--- config.mk ---
export PLATFORM = sky130hd
export DESIGN_NAME = spare_sect_copier
export DESIGN_NICKNAME = d
export VERILOG_FILES = /design/src/rtl/spx_pkg.sv /design/src/rtl/spx_planner.sv /design/src/rtl/spx_walker.sv /design/src/rtl/spx_router.sv /design/src/rtl/spare_sect_copier.sv
export SDC_FILE = /design/constraint.sdc
export NUM_CORES = 1
export LEC_CHECK = 0
export BUFFER_PORTS_ARGS = -buffer_cell sky130_fd_sc_hd__buf_2
export CORE_UTILIZATION = 63
export DETAILED_ROUTE_END_ITERATION = 10
export GPL_ROUTABILITY_DRIVEN = 0
export GPL_TIMING_DRIVEN = 0
export PLACE_DENSITY = 0.79
export SLEW_MARGIN = 20
export SYNTH_ARGS = -nofsm -noshare
export SYNTH_HDL_FRONTEND = slang
export SYNTH_SLANG_ARGS = --single-unit
--- constraint.sdc ---
create_clock -name clk -period 42.3 [get_ports clk]
set_input_delay 6.345 -clock clk [delete_from_list [all_inputs] [get_ports clk]]
set_output_delay 6.345 -clock clk [all_outputs]
set_load 0.1 [all_outputs]
--- src/rtl/spx_pkg.sv ---
package spx_pkg;

    localparam int CW = 16;
    typedef logic [CW-1:0] cnt_t;
    localparam cnt_t CNT_ONE = cnt_t'(1);

    typedef enum logic [1:0] {
        WK_IDLE  = 2'd0,
        WK_RUN   = 2'd1,
        WK_DRAIN = 2'd2
    } wk_state_e;

    typedef struct packed {
        cnt_t nsec;       // number of sub-page sections (>= 1)
        cnt_t per_len;    // bytes in each non-final section (even)
        cnt_t last_len;   // bytes in the final section
        cnt_t first_sec;  // first section that holds any byte
        cnt_t total;      // total spare bytes to move
    } plan_t;

    function automatic plan_t spx_make_plan(cnt_t page, cnt_t oob, int unsigned shift);
        plan_t p;
        cnt_t  q;
        p.nsec = page >> shift;
        if (p.nsec == '0)
            p.nsec = CNT_ONE;
        q          = oob / p.nsec;
        p.per_len  = q & ~CNT_ONE;
        p.last_len = oob - (p.nsec - CNT_ONE) * p.per_len;
        p.first_sec = (p.per_len == '0) ? (p.nsec - CNT_ONE) : '0;
        p.total    = oob;
        return p;
    endfunction

endpackage

--- src/rtl/spx_planner.sv ---
module spx_planner
    import spx_pkg::*;
#(
    parameter int PG_W      = 13,
    parameter int OOB_W     = 9,
    parameter int SUB_SHIFT = 9
) (
    input  logic [PG_W-1:0]  page_bytes_i,
    input  logic [OOB_W-1:0] oob_bytes_i,
    output plan_t            plan_o
);

    always_comb begin
        plan_o = spx_make_plan(cnt_t'(page_bytes_i), cnt_t'(oob_bytes_i), SUB_SHIFT);
    end

endmodule

--- src/rtl/spx_walker.sv ---
module spx_walker
    import spx_pkg::*;
#(
    parameter int LIN_AW = 9,
    parameter int SEC_AW = 10
) (
    input  logic              clk,
    input  logic              rst,
    input  logic              start_i,
    input  logic              scatter_i,
    input  plan_t             plan_i,
    input  cnt_t              stride_i,
    output wk_state_e         state_o,
    output logic              valid_o,
    output logic              scatter_o,
    output logic [LIN_AW-1:0] lin_off_o,
    output logic [SEC_AW-1:0] sec_off_o
);

    wk_state_e state_q;
    logic      dir_q;
    cnt_t      nsec_q, per_q, last_q, stride_q;
    cnt_t      sec_idx_q, pos_q, lin_base_q, sec_base_q, left_q;
    cnt_t      cur_len;
    logic      sec_end, final_beat;

    always_comb begin
        cur_len    = (sec_idx_q == nsec_q - CNT_ONE) ? last_q : per_q;
        sec_end    = (pos_q == cur_len - CNT_ONE);
        final_beat = (left_q == CNT_ONE);
    end

    always_ff @(posedge clk) begin
        if (rst) begin
            state_q    <= WK_IDLE;
            dir_q      <= 1'b0;
            nsec_q     <= '0;
            per_q      <= '0;
            last_q     <= '0;
            stride_q   <= '0;
            sec_idx_q  <= '0;
            pos_q      <= '0;
            lin_base_q <= '0;
            sec_base_q <= '0;
            left_q     <= '0;
        end else begin
            unique case (state_q)
                WK_IDLE: begin
                    if (start_i) begin
                        dir_q      <= scatter_i;
                        nsec_q     <= plan_i.nsec;
                        per_q      <= plan_i.per_len;
                        last_q     <= plan_i.last_len;
                        stride_q   <= stride_i;
                        sec_idx_q  <= plan_i.first_sec;
                        pos_q      <= '0;
                        lin_base_q <= '0;
                        sec_base_q <= plan_i.first_sec * stride_i;
                        left_q     <= plan_i.total;
                        state_q    <= (plan_i.total == '0) ? WK_DRAIN : WK_RUN;
                    end
                end
                WK_RUN: begin
                    left_q <= left_q - CNT_ONE;
                    if (final_beat) begin
                        state_q <= WK_DRAIN;
                    end else if (sec_end) begin
                        sec_idx_q  <= sec_idx_q + CNT_ONE;
                        pos_q      <= '0;
                        lin_base_q <= lin_base_q + per_q;
                        sec_base_q <= sec_base_q + stride_q;
                    end else begin
                        pos_q <= pos_q + CNT_ONE;
                    end
                end
                WK_DRAIN: state_q <= WK_IDLE;
                default:  state_q <= WK_IDLE;
            endcase
        end
    end

    assign state_o   = state_q;
    assign valid_o   = (state_q == WK_RUN);
    assign scatter_o = dir_q;
    assign lin_off_o = LIN_AW'(lin_base_q + pos_q);
    assign sec_off_o = SEC_AW'(sec_base_q + pos_q);

endmodule

--- src/rtl/spx_router.sv ---
module spx_router
    import spx_pkg::*;
#(
    parameter int LIN_AW = 9,
    parameter int SEC_AW = 10,
    parameter int DW     = 8
) (
    input  logic              clk,
    input  logic              rst,
    input  wk_state_e         state_i,
    input  logic              valid_i,
    input  logic              scatter_i,
    input  logic [LIN_AW-1:0] lin_off_i,
    input  logic [SEC_AW-1:0] sec_off_i,
    input  logic [DW-1:0]     lin_rd_data_i,
    input  logic [DW-1:0]     sec_rd_data_i,
    output logic              lin_rd_en_o,
    output logic [LIN_AW-1:0] lin_rd_addr_o,
    output logic              sec_rd_en_o,
    output logic [SEC_AW-1:0] sec_rd_addr_o,
    output logic              lin_wr_en_o,
    output logic [LIN_AW-1:0] lin_wr_addr_o,
    output logic [DW-1:0]     lin_wr_data_o,
    output logic              sec_wr_en_o,
    output logic [SEC_AW-1:0] sec_wr_addr_o,
    output logic [DW-1:0]     sec_wr_data_o,
    output logic              done_o
);

    logic              wv_q, wdir_q, done_q;
    logic [LIN_AW-1:0] wlin_q;
    logic [SEC_AW-1:0] wsec_q;

    // read side: only the source memory is enabled
    assign lin_rd_en_o   = valid_i & scatter_i;
    assign sec_rd_en_o   = valid_i & ~scatter_i;
    assign lin_rd_addr_o = lin_off_i;
    assign sec_rd_addr_o = sec_off_i;

    // destination address waits one cycle for the read latency
    always_ff @(posedge clk) begin
        if (rst) begin
            wv_q   <= 1'b0;
            wdir_q <= 1'b0;
            wlin_q <= '0;
            wsec_q <= '0;
            done_q <= 1'b0;
        end else begin
            wv_q   <= valid_i;
            wdir_q <= scatter_i;
            wlin_q <= lin_off_i;
            wsec_q <= sec_off_i;
            done_q <= (state_i == WK_DRAIN);
        end
    end

    assign lin_wr_en_o   = wv_q & ~wdir_q;
    assign lin_wr_addr_o = wlin_q;
    assign lin_wr_data_o = sec_rd_data_i;
    assign sec_wr_en_o   = wv_q & wdir_q;
    assign sec_wr_addr_o = wsec_q;
    assign sec_wr_data_o = lin_rd_data_i;
    assign done_o        = done_q;

endmodule

--- src/rtl/spare_sect_copier.sv ---
module spare_sect_copier
    import spx_pkg::*;
#(
    parameter int PG_W      = 13,
    parameter int OOB_W     = 9,
    parameter int STR_W     = 8,
    parameter int LIN_AW    = 9,
    parameter int SEC_AW    = 10,
    parameter int DW        = 8,
    parameter int SUB_SHIFT = 9
) (
    input  logic              clk,
    input  logic              rst,
    input  logic              start,
    input  logic              dir_scatter,
    input  logic [PG_W-1:0]   page_bytes,
    input  logic [OOB_W-1:0]  oob_bytes,
    input  logic [STR_W-1:0]  slot_stride,
    output logic              busy,
    output logic              done,
    output logic              lin_rd_en,
    output logic [LIN_AW-1:0] lin_rd_addr,
    input  logic [DW-1:0]     lin_rd_data,
    output logic              lin_wr_en,
    output logic [LIN_AW-1:0] lin_wr_addr,
    output logic [DW-1:0]     lin_wr_data,
    output logic              sec_rd_en,
    output logic [SEC_AW-1:0] sec_rd_addr,
    input  logic [DW-1:0]     sec_rd_data,
    output logic              sec_wr_en,
    output logic [SEC_AW-1:0] sec_wr_addr,
    output logic [DW-1:0]     sec_wr_data
);

    plan_t             plan;
    wk_state_e         wk_state;
    logic              beat_valid, beat_scatter;
    logic [LIN_AW-1:0] beat_lin;
    logic [SEC_AW-1:0] beat_sec;

    spx_planner #(
        .PG_W(PG_W), .OOB_W(OOB_W), .SUB_SHIFT(SUB_SHIFT)
    ) planner_i (
        .page_bytes_i(page_bytes),
        .oob_bytes_i (oob_bytes),
        .plan_o      (plan)
    );

    spx_walker #(
        .LIN_AW(LIN_AW), .SEC_AW(SEC_AW)
    ) walker_i (
        .clk      (clk),
        .rst      (rst),
        .start_i  (start),
        .scatter_i(dir_scatter),
        .plan_i   (plan),
        .stride_i (cnt_t'(slot_stride)),
        .state_o  (wk_state),
        .valid_o  (beat_valid),
        .scatter_o(beat_scatter),
        .lin_off_o(beat_lin),
        .sec_off_o(beat_sec)
    );

    spx_router #(
        .LIN_AW(LIN_AW), .SEC_AW(SEC_AW), .DW(DW)
    ) router_i (
        .clk          (clk),
        .rst          (rst),
        .state_i      (wk_state),
        .valid_i      (beat_valid),
        .scatter_i    (beat_scatter),
        .lin_off_i    (beat_lin),
        .sec_off_i    (beat_sec),
        .lin_rd_data_i(lin_rd_data),
        .sec_rd_data_i(sec_rd_data),
        .lin_rd_en_o  (lin_rd_en),
        .lin_rd_addr_o(lin_rd_addr),
        .sec_rd_en_o  (sec_rd_en),
        .sec_rd_addr_o(sec_rd_addr),
        .lin_wr_en_o  (lin_wr_en),
        .lin_wr_addr_o(lin_wr_addr),
        .lin_wr_data_o(lin_wr_data),
        .sec_wr_en_o  (sec_wr_en),
        .sec_wr_addr_o(sec_wr_addr),
        .sec_wr_data_o(sec_wr_data),
        .done_o       (done)
    );

    assign busy = (wk_state != WK_IDLE);

endmodule

Word-level counts from Yosys, hierarchy flattened --
Cells that the tools add are included.
Operators by class: multipliers 2, add/sub/neg operators 11, divide/modulo/power cells 1, eq/ne operators 9, multiplexer cells 24, reduce and logical (&&, ||, !) cells 11, bitwise operators 6
Operator list (count):
- 16-bit 2-to-1 mux | 14
- 16-bit one-hot mux with 2 select lines | 5
- 16-bit by 1-bit subtractor with 16-bit output, second input constant | 4
- 16-bit logical NOT | 3
- 16-bit by 1-bit adder with 16-bit output, second input constant | 2
- 16-bit == test | 2
- 16-bit adder | 1
- 16-bit by 8-bit adder with 16-bit output | 1
- 9-bit by 16-bit divider with 16-bit output | 1
- 16-bit by 1-bit == test with 1-bit output, second input constant | 1
- 16-bit by 15-bit multiplier with 15-bit output | 1
- 16-bit by 8-bit multiplier with 16-bit output | 1
- 9-bit by 16-bit subtractor with 16-bit output | 1
- 10-bit adder | 1
- 9-bit adder | 1
- 2-bit inequality test, second input constant | 4
- 2-bit 2-to-1 mux | 3
- 2-bit AND reduction | 3
- 1-bit bitwise AND | 4
- 4-bit 2-to-1 mux | 1
- 2-bit one-hot mux with 2 select lines | 1
- 4-bit AND reduction | 1
- 2-bit nonzero test | 2
- 3-bit AND reduction | 1
- 4 further kinds | 5
Word-level totals: register bits 160, logic and storage cells 80

Logic depth before layout (Yosys ltp) --
depth after elaboration 8, depth in mapped cells 152, depth with buffers taken out 141

Hierarchy --
Synthesis repeated with hierarchy kept, for this count alone.
Second synthesis, totals: cell total of the unflattened synthesis 2424, area total of the unflattened synthesis 18656.6 sq um
By module, submodules not included:
- spx_walker | cells an instance 1318, times used 1, area an instance 10143.5 sq um
- spx_planner | cells an instance 1019, times used 1, area an instance 7612.3 sq um
- spx_router | cells an instance 85, times used 1, area an instance 890.9 sq um
- spare_sect_copier | cells an instance 2, times used 1, area an instance 10.0 sq um

Worst setup path after synthesis --
OpenSTA, ideal clock, no wires.
path type in2reg, from input page_bytes[11], to register walker_i.last_q[15], stages 145, library setup time 0.086 ns, arrival time 37.662 ns, slack 4.553 ns, path through buf_2 -> nor2_1 -> a21o_1 -> inv_1 -> clkbuf_1 -> ha_1 -> and3_1 -> ha_1 -> o31a_1 -> a31oi_1 -> nor2_1 -> ha_1 -> o211a_1 -> a211oi_4 -> mux2_2 -> ha_1 -> and4_1 -> and4_4 -> [109 not listed] -> fa_1 -> inv_1 -> fa_1 -> inv_1 -> fa_1 -> inv_1 -> ha_1 -> inv_1 -> o21bai_1 -> a21oi_1 -> nor2_1 -> nor2_1 -> xnor2_1 -> nor3_1 -> xnor2_1 -> xnor2_1 -> xnor2_1 -> a211oi_1
Between the ends: cells in the longest elaborated chain, start to end 5, elaborated cells between the ends (all ways) 6, those cells by class add/sub: 2; mul: 1; div: 1; mux: 1; reduce/logical: 1
Ends and longest elaborated chain:
- from (decl) | RTL line spare_sect_copier.sv:16 | input logic [PG_W-1:0] page_bytes,
- 16-bit logical NOT | RTL line spx_pkg.sv:25 | if (p.nsec == '0)
- 4-bit 2-to-1 mux * | RTL line spx_pkg.sv:25
- 9-bit by 16-bit divider with 16-bit output or 16-bit by 1-bit subtractor with 16-bit output (tied branches) | RTL line spx_pkg.sv:27, spx_pkg.sv:29
- 16-bit by 15-bit multiplier with 15-bit output * | RTL line spx_pkg.sv:29 | p.last_len = oob - (p.nsec - CNT_ONE) * p.per_len;
- 9-bit by 16-bit subtractor with 16-bit output * | RTL line spx_pkg.sv:29
- to (signal assigned) | RTL line spx_walker.sv:53 | last_q <= plan_i.last_len;
- to (decl) | RTL line spx_walker.sv:22 | cnt_t nsec_q, per_q, last_q, stride_q;
Every way passes the cells marked *; elsewhere a longest branch is shown, timed or not. A chain may end at the register's enable or synchronous reset.

Worst setup path after layout --
Ends and elaborated chain as after synthesis.

==> reports/summary.json <==
{
  "floorplan.initialDensity": {"value": 0.644},
  "crit_path_top_delay_cell": {"value": "fa_1"},
  "timing.final.ws_setup": {"value": 1.94, "unit": "ns"},
  "antenna_violating_nets_post_route": {"value": 0},
  "detailedRoute.firstIterationViolations": {"value": 1224},
  "synth-seq-area-share": {"value": 0.165},
  "worst-endpoint-arrival": {"value": 40.69, "unit": "ns"},
  "timing.critical_path.required": {"value": 42.63, "unit": "ns"},
  "fillCellCount": {"value": 2009},
  "cts_hold_repair.buffers": {"value": 0},
  "cts.sink_count": {"value": 134},
  "cpMostUsedCell": {"value": "o21a_1"},
  "min-delay-path-class": {"value": "flip-flop to flip-flop"},
  "insertedDiodeCount": {"value": 0},
  "drt_drc_violations_left": {"value": 0},
  "io_pins": {"value": 110},
  "worst_setup_hold_path_clk_slew": {"value": 0.06, "unit": "ns"},
  "clock-root-buffer": {"value": "clkbuf_16"},
  "detailedRoute.firstPassIterationCount": {"value": 7},
  "rsz0062_at_grt": {"value": "false"},
  "detailed_place_hpwl": {"value": 36.5, "unit": "mm"},
  "timing.max_slew.rel_slack": {"value": 0.263},
  "vias_per_cell": {"value": 6.13},
  "final-setup-viol-count": {"value": 0},
  "critical_path.startpoint_type": {"value": "primary input"},
  "skew_pair_late_insertion_delay": {"value": 0.42, "unit": "ns"},
  "instance_count_of_the_mapped_netlist": {"value": 2067},
  "deepest_clock_path_buffer_count": {"value": 2},
  "hold_path_depth": {"value": 2},
  "end_kind": {"value": "flip-flop"},
  "grt_pass1_wl": {"value": 75.2, "unit": "mm"},
  "dominantRegCellSynth": {"value": "dfxtp_1"},
  "status": {"value": "finished, final reports clean"},
  "synth_edf_count": {"value": 0},
  "tns": {"value": 0, "unit": "ns"},
  "placeableCoreArea": {"value": 25300, "unit": "um2"},
  "mean_syn_cell_area": {"value": 7.87, "unit": "um2"},
  "ys_seq_elements": {"value": 134},
  "layout.nets": {"value": 2500},
  "pre_cts_ws": {"value": -2.05, "unit": "ns"},
  "critPathMaxFanout": {"value": 25},
  "clock_tree_from_tritoncts": {"value": "built"},
  "worst-path-stages": {"value": 144},
  "areaGrowthSynthToFinish": {"value": 10.4, "unit": "%"},
  "antenna_found_initial": {"value": 0},
  "grt_remaining_overflow": {"value": 0},
  "proportion_of_layout_cells_with_a_drive_suffix_above_1": {"value": 0.113},
  "grt_pass1_vias": {"value": 15081},
  "portBuffers": {"value": 82},
  "hold_violation_count_in_the_final_report": {"value": 0},
  "skew": {"value": 0.0103, "unit": "ns"},
  "synth.distinct_cells": {"value": 99},
  "track_usage": {"value": 0.358},
  "synth_area": {"value": 16300, "unit": "um2"},
  "max_freq": {"value": 0.0248, "unit": "GHz"},
  "critical_path.top_delay_family": {"value": "compound AO/OA/AOI/OAI gates"},
  "cap_viol_max_count": {"value": 0},
  "r2r_cells": {"value": 23},
  "largest_net_degree_at_the_start_of_global_routing": {"value": 26},
  "synthesis.yosys.warnings": {"value": 0},
  "detail_route.wl_per_cell": {"value": 18.3, "unit": "um"},
  "tritoncts.num_buffers": {"value": 17},
  "die_y": {"value": 163, "unit": "um"},
  "cp_num_buf_inv": {"value": 17},
  "die-width": {"value": 163, "unit": "um"},
  "final_max_slew_viol_count": {"value": 0},
  "drt_wl_total": {"value": 46.5, "unit": "mm"},
  "die-area": {"value": 26500, "unit": "um2"},
  "worst-setup-path-type": {"value": "primary input to flip-flop"},
  "final.min_clock_period": {"value": 40.36, "unit": "ns"},
  "cpPeakStageDelay": {"value": 0.59, "unit": "ns"},
  "async_reset_ff_frac": {"value": 0},
  "rows": {"value": 58},
  "fin_crit_sh": {"value": 0.954},
  "vias": {"value": 15560},
  "worst_pin_slew": {"value": 1.10, "unit": "ns"},
  "h_tree_depth": {"value": 4}
}
[worst paths after layout]
check	slack (ns)	to	from
worst max-delay path	1.94	walker_i.last_q[15]	page_bytes[11]
worst max register to register	35.03	walker_i.sec_idx_q[10]	walker_i.nsec_q[2]
worst min-delay path	0.47	walker_i.stride_q[6]	walker_i.stride_q[6]
worst min register to register	0.47	walker_i.stride_q[6]	walker_i.stride_q[6]
[placed cells by master (no fill, tap or decap), types with 21 or more instances in the layout]
| cell | netlist | layout |
|---|---|---|
| a211oi_1 | 27 | 27 |
| ha_1 | 165 | 165 |
| nand3_1 | 37 | 36 |
| and3_1 | 21 | 21 |
| nand4_1 | 27 | 27 |
| or2_2 | 28 | 28 |
| nor2b_1 | 38 | 38 |
| a21o_1 | 27 | 26 |
| nor3_1 | 82 | 82 |
| o21ai_0 | 62 | 62 |
| dfxtp_1 | 134 | 134 |
| xor2_1 | 57 | 57 |
| nor2_1 | 214 | 212 |
| o21a_1 | 31 | 31 |
| nand2b_1 | 34 | 34 |
| clkbuf_1 | 69 | 65 |
| nand2_1 | 175 | 175 |
| xnor2_1 | 92 | 92 |
| mux2i_1 | 27 | 26 |
| buf_4 | 19 | 31 |
| fa_1 | 89 | 89 |
| buf_2 | 8 | 90 |
| a21oi_1 | 141 | 139 |
| inv_1 | 183 | 182 |
[kinds of logic after synthesis]
family | count (synthesis) | share of synthesized area
AO/OA/AOI/OAI | 434 | 0.179
XOR/XNOR | 149 | 0.0802
adder cells (fa/ha/maj) | 254 | 0.237
buffers and inverters | 289 | 0.0726
flip-flops | 134 | 0.165
multiplexers | 42 | 0.0270
other | 2 | 0.000462
AND/OR/NAND/NOR | 763 | 0.239
[synthesized netlist by cell type, types with 31 or more instances]
library cell	count	area (um2)
nor2b_1	38	238
ha_1	165	2060
o21ai_0	62	310
clkbuf_1	69	259
xor2_1	57	499
dfxtp_1	134	2680
nor2_1	214	803
nand3_1	37	185
o21a_1	31	233
nand2b_1	34	213
xnor2_1	92	806
nor3_1	82	410
inv_1	183	687
a21oi_1	141	706
nand2_1	175	657
fa_1	89	1780
[registers in the layout, summed over array words and instances (netlist names), 2 cells and up]
name and flops:
router_i.sec_wr_addr_o 10, router_i.lin_wr_addr_o 9, walker_i.state_o 2, walker_i.pos_q 16, walker_i.last_q 16, walker_i.lin_base_q 8
walker_i.sec_idx_q 16, walker_i.left_q 16, walker_i.nsec_q 4, walker_i.stride_q 8, walker_i.per_q 15, walker_i.sec_base_q 10
[cell type report]
| cell class | instances | area [um2] | share of cell area |
|---|---|---|---|
| Buffer | 104 | 498 | 0.0277 |
| Clock buffer | 18 | 429 | 0.0239 |
| Clock inverter | 14 | 174 | 0.00969 |
| Inverter | 184 | 694 | 0.0387 |
| Multi-Input combinational cell | 1661 | 12600 | 0.700 |
| Sequential cell | 134 | 2680 | 0.149 |
| Tap cell | 330 | 413 | 0.0230 |
| Timing Repair Buffer | 94 | 500 | 0.0279 |
[worst reg2reg max path, cell delays in order (launching register included)]
cell       delay (ns)
dfxtp_1          0.46
nor3_1           0.10
ha_1             0.19
or4_1            0.40
a2111oi_0        0.44
nand2_1          0.13
a211oi_1         0.75
clkbuf_1         0.43
buf_1            0.42
buf_1            0.55
mux2i_1          0.28
xor2_1           0.20
xnor2_1          0.08
nor3_1           0.20
nand3_1          0.12
nor4_1           0.52
and2_1           0.21
clkbuf_1         0.33
or2_2            0.19
clkbuf_1         0.30
clkbuf_1         0.41
o21ai_0          0.17
a21oi_1          0.19
a21oi_1          0.08
[layer usage]
layer,track usage,vias to the layer above,part of all wire
met5,0,-,0
li1,-,7398,-
met1,0.428,7333,0.40
met4,0.204,0,0.055
met2,0.619,677,0.48
met3,0.0425,152,0.067
[what timing repair did]
item                                    4_1_cts  5_1_grt
gates resized for setup                       8       20
pin swaps                                     1        4
endpoints found under the setup margin        9       14
buffers inserted                              1       11
[through the flow]
stage / cell area (um2) / util / hold slack [ns] / cells
2_1_floorplan: 16300 / - / 0.436 / 2084
3_3_place_gp: 17100 / 0.679 / 0.453 / 2496
3_5_place_dp: 17200 / 0.679 / 0.464 / 2496
4_1_cts: 17800 / 0.704 / 0.472 / 2529
5_1_grt: 18000 / 0.711 / 0.496 / 2539
6_report: 18000 / 0.711 / 0.469 / 2539
Power is not shown: default switching activity piles up to over one toggle a cycle in this logic, so the estimate is an artifact.
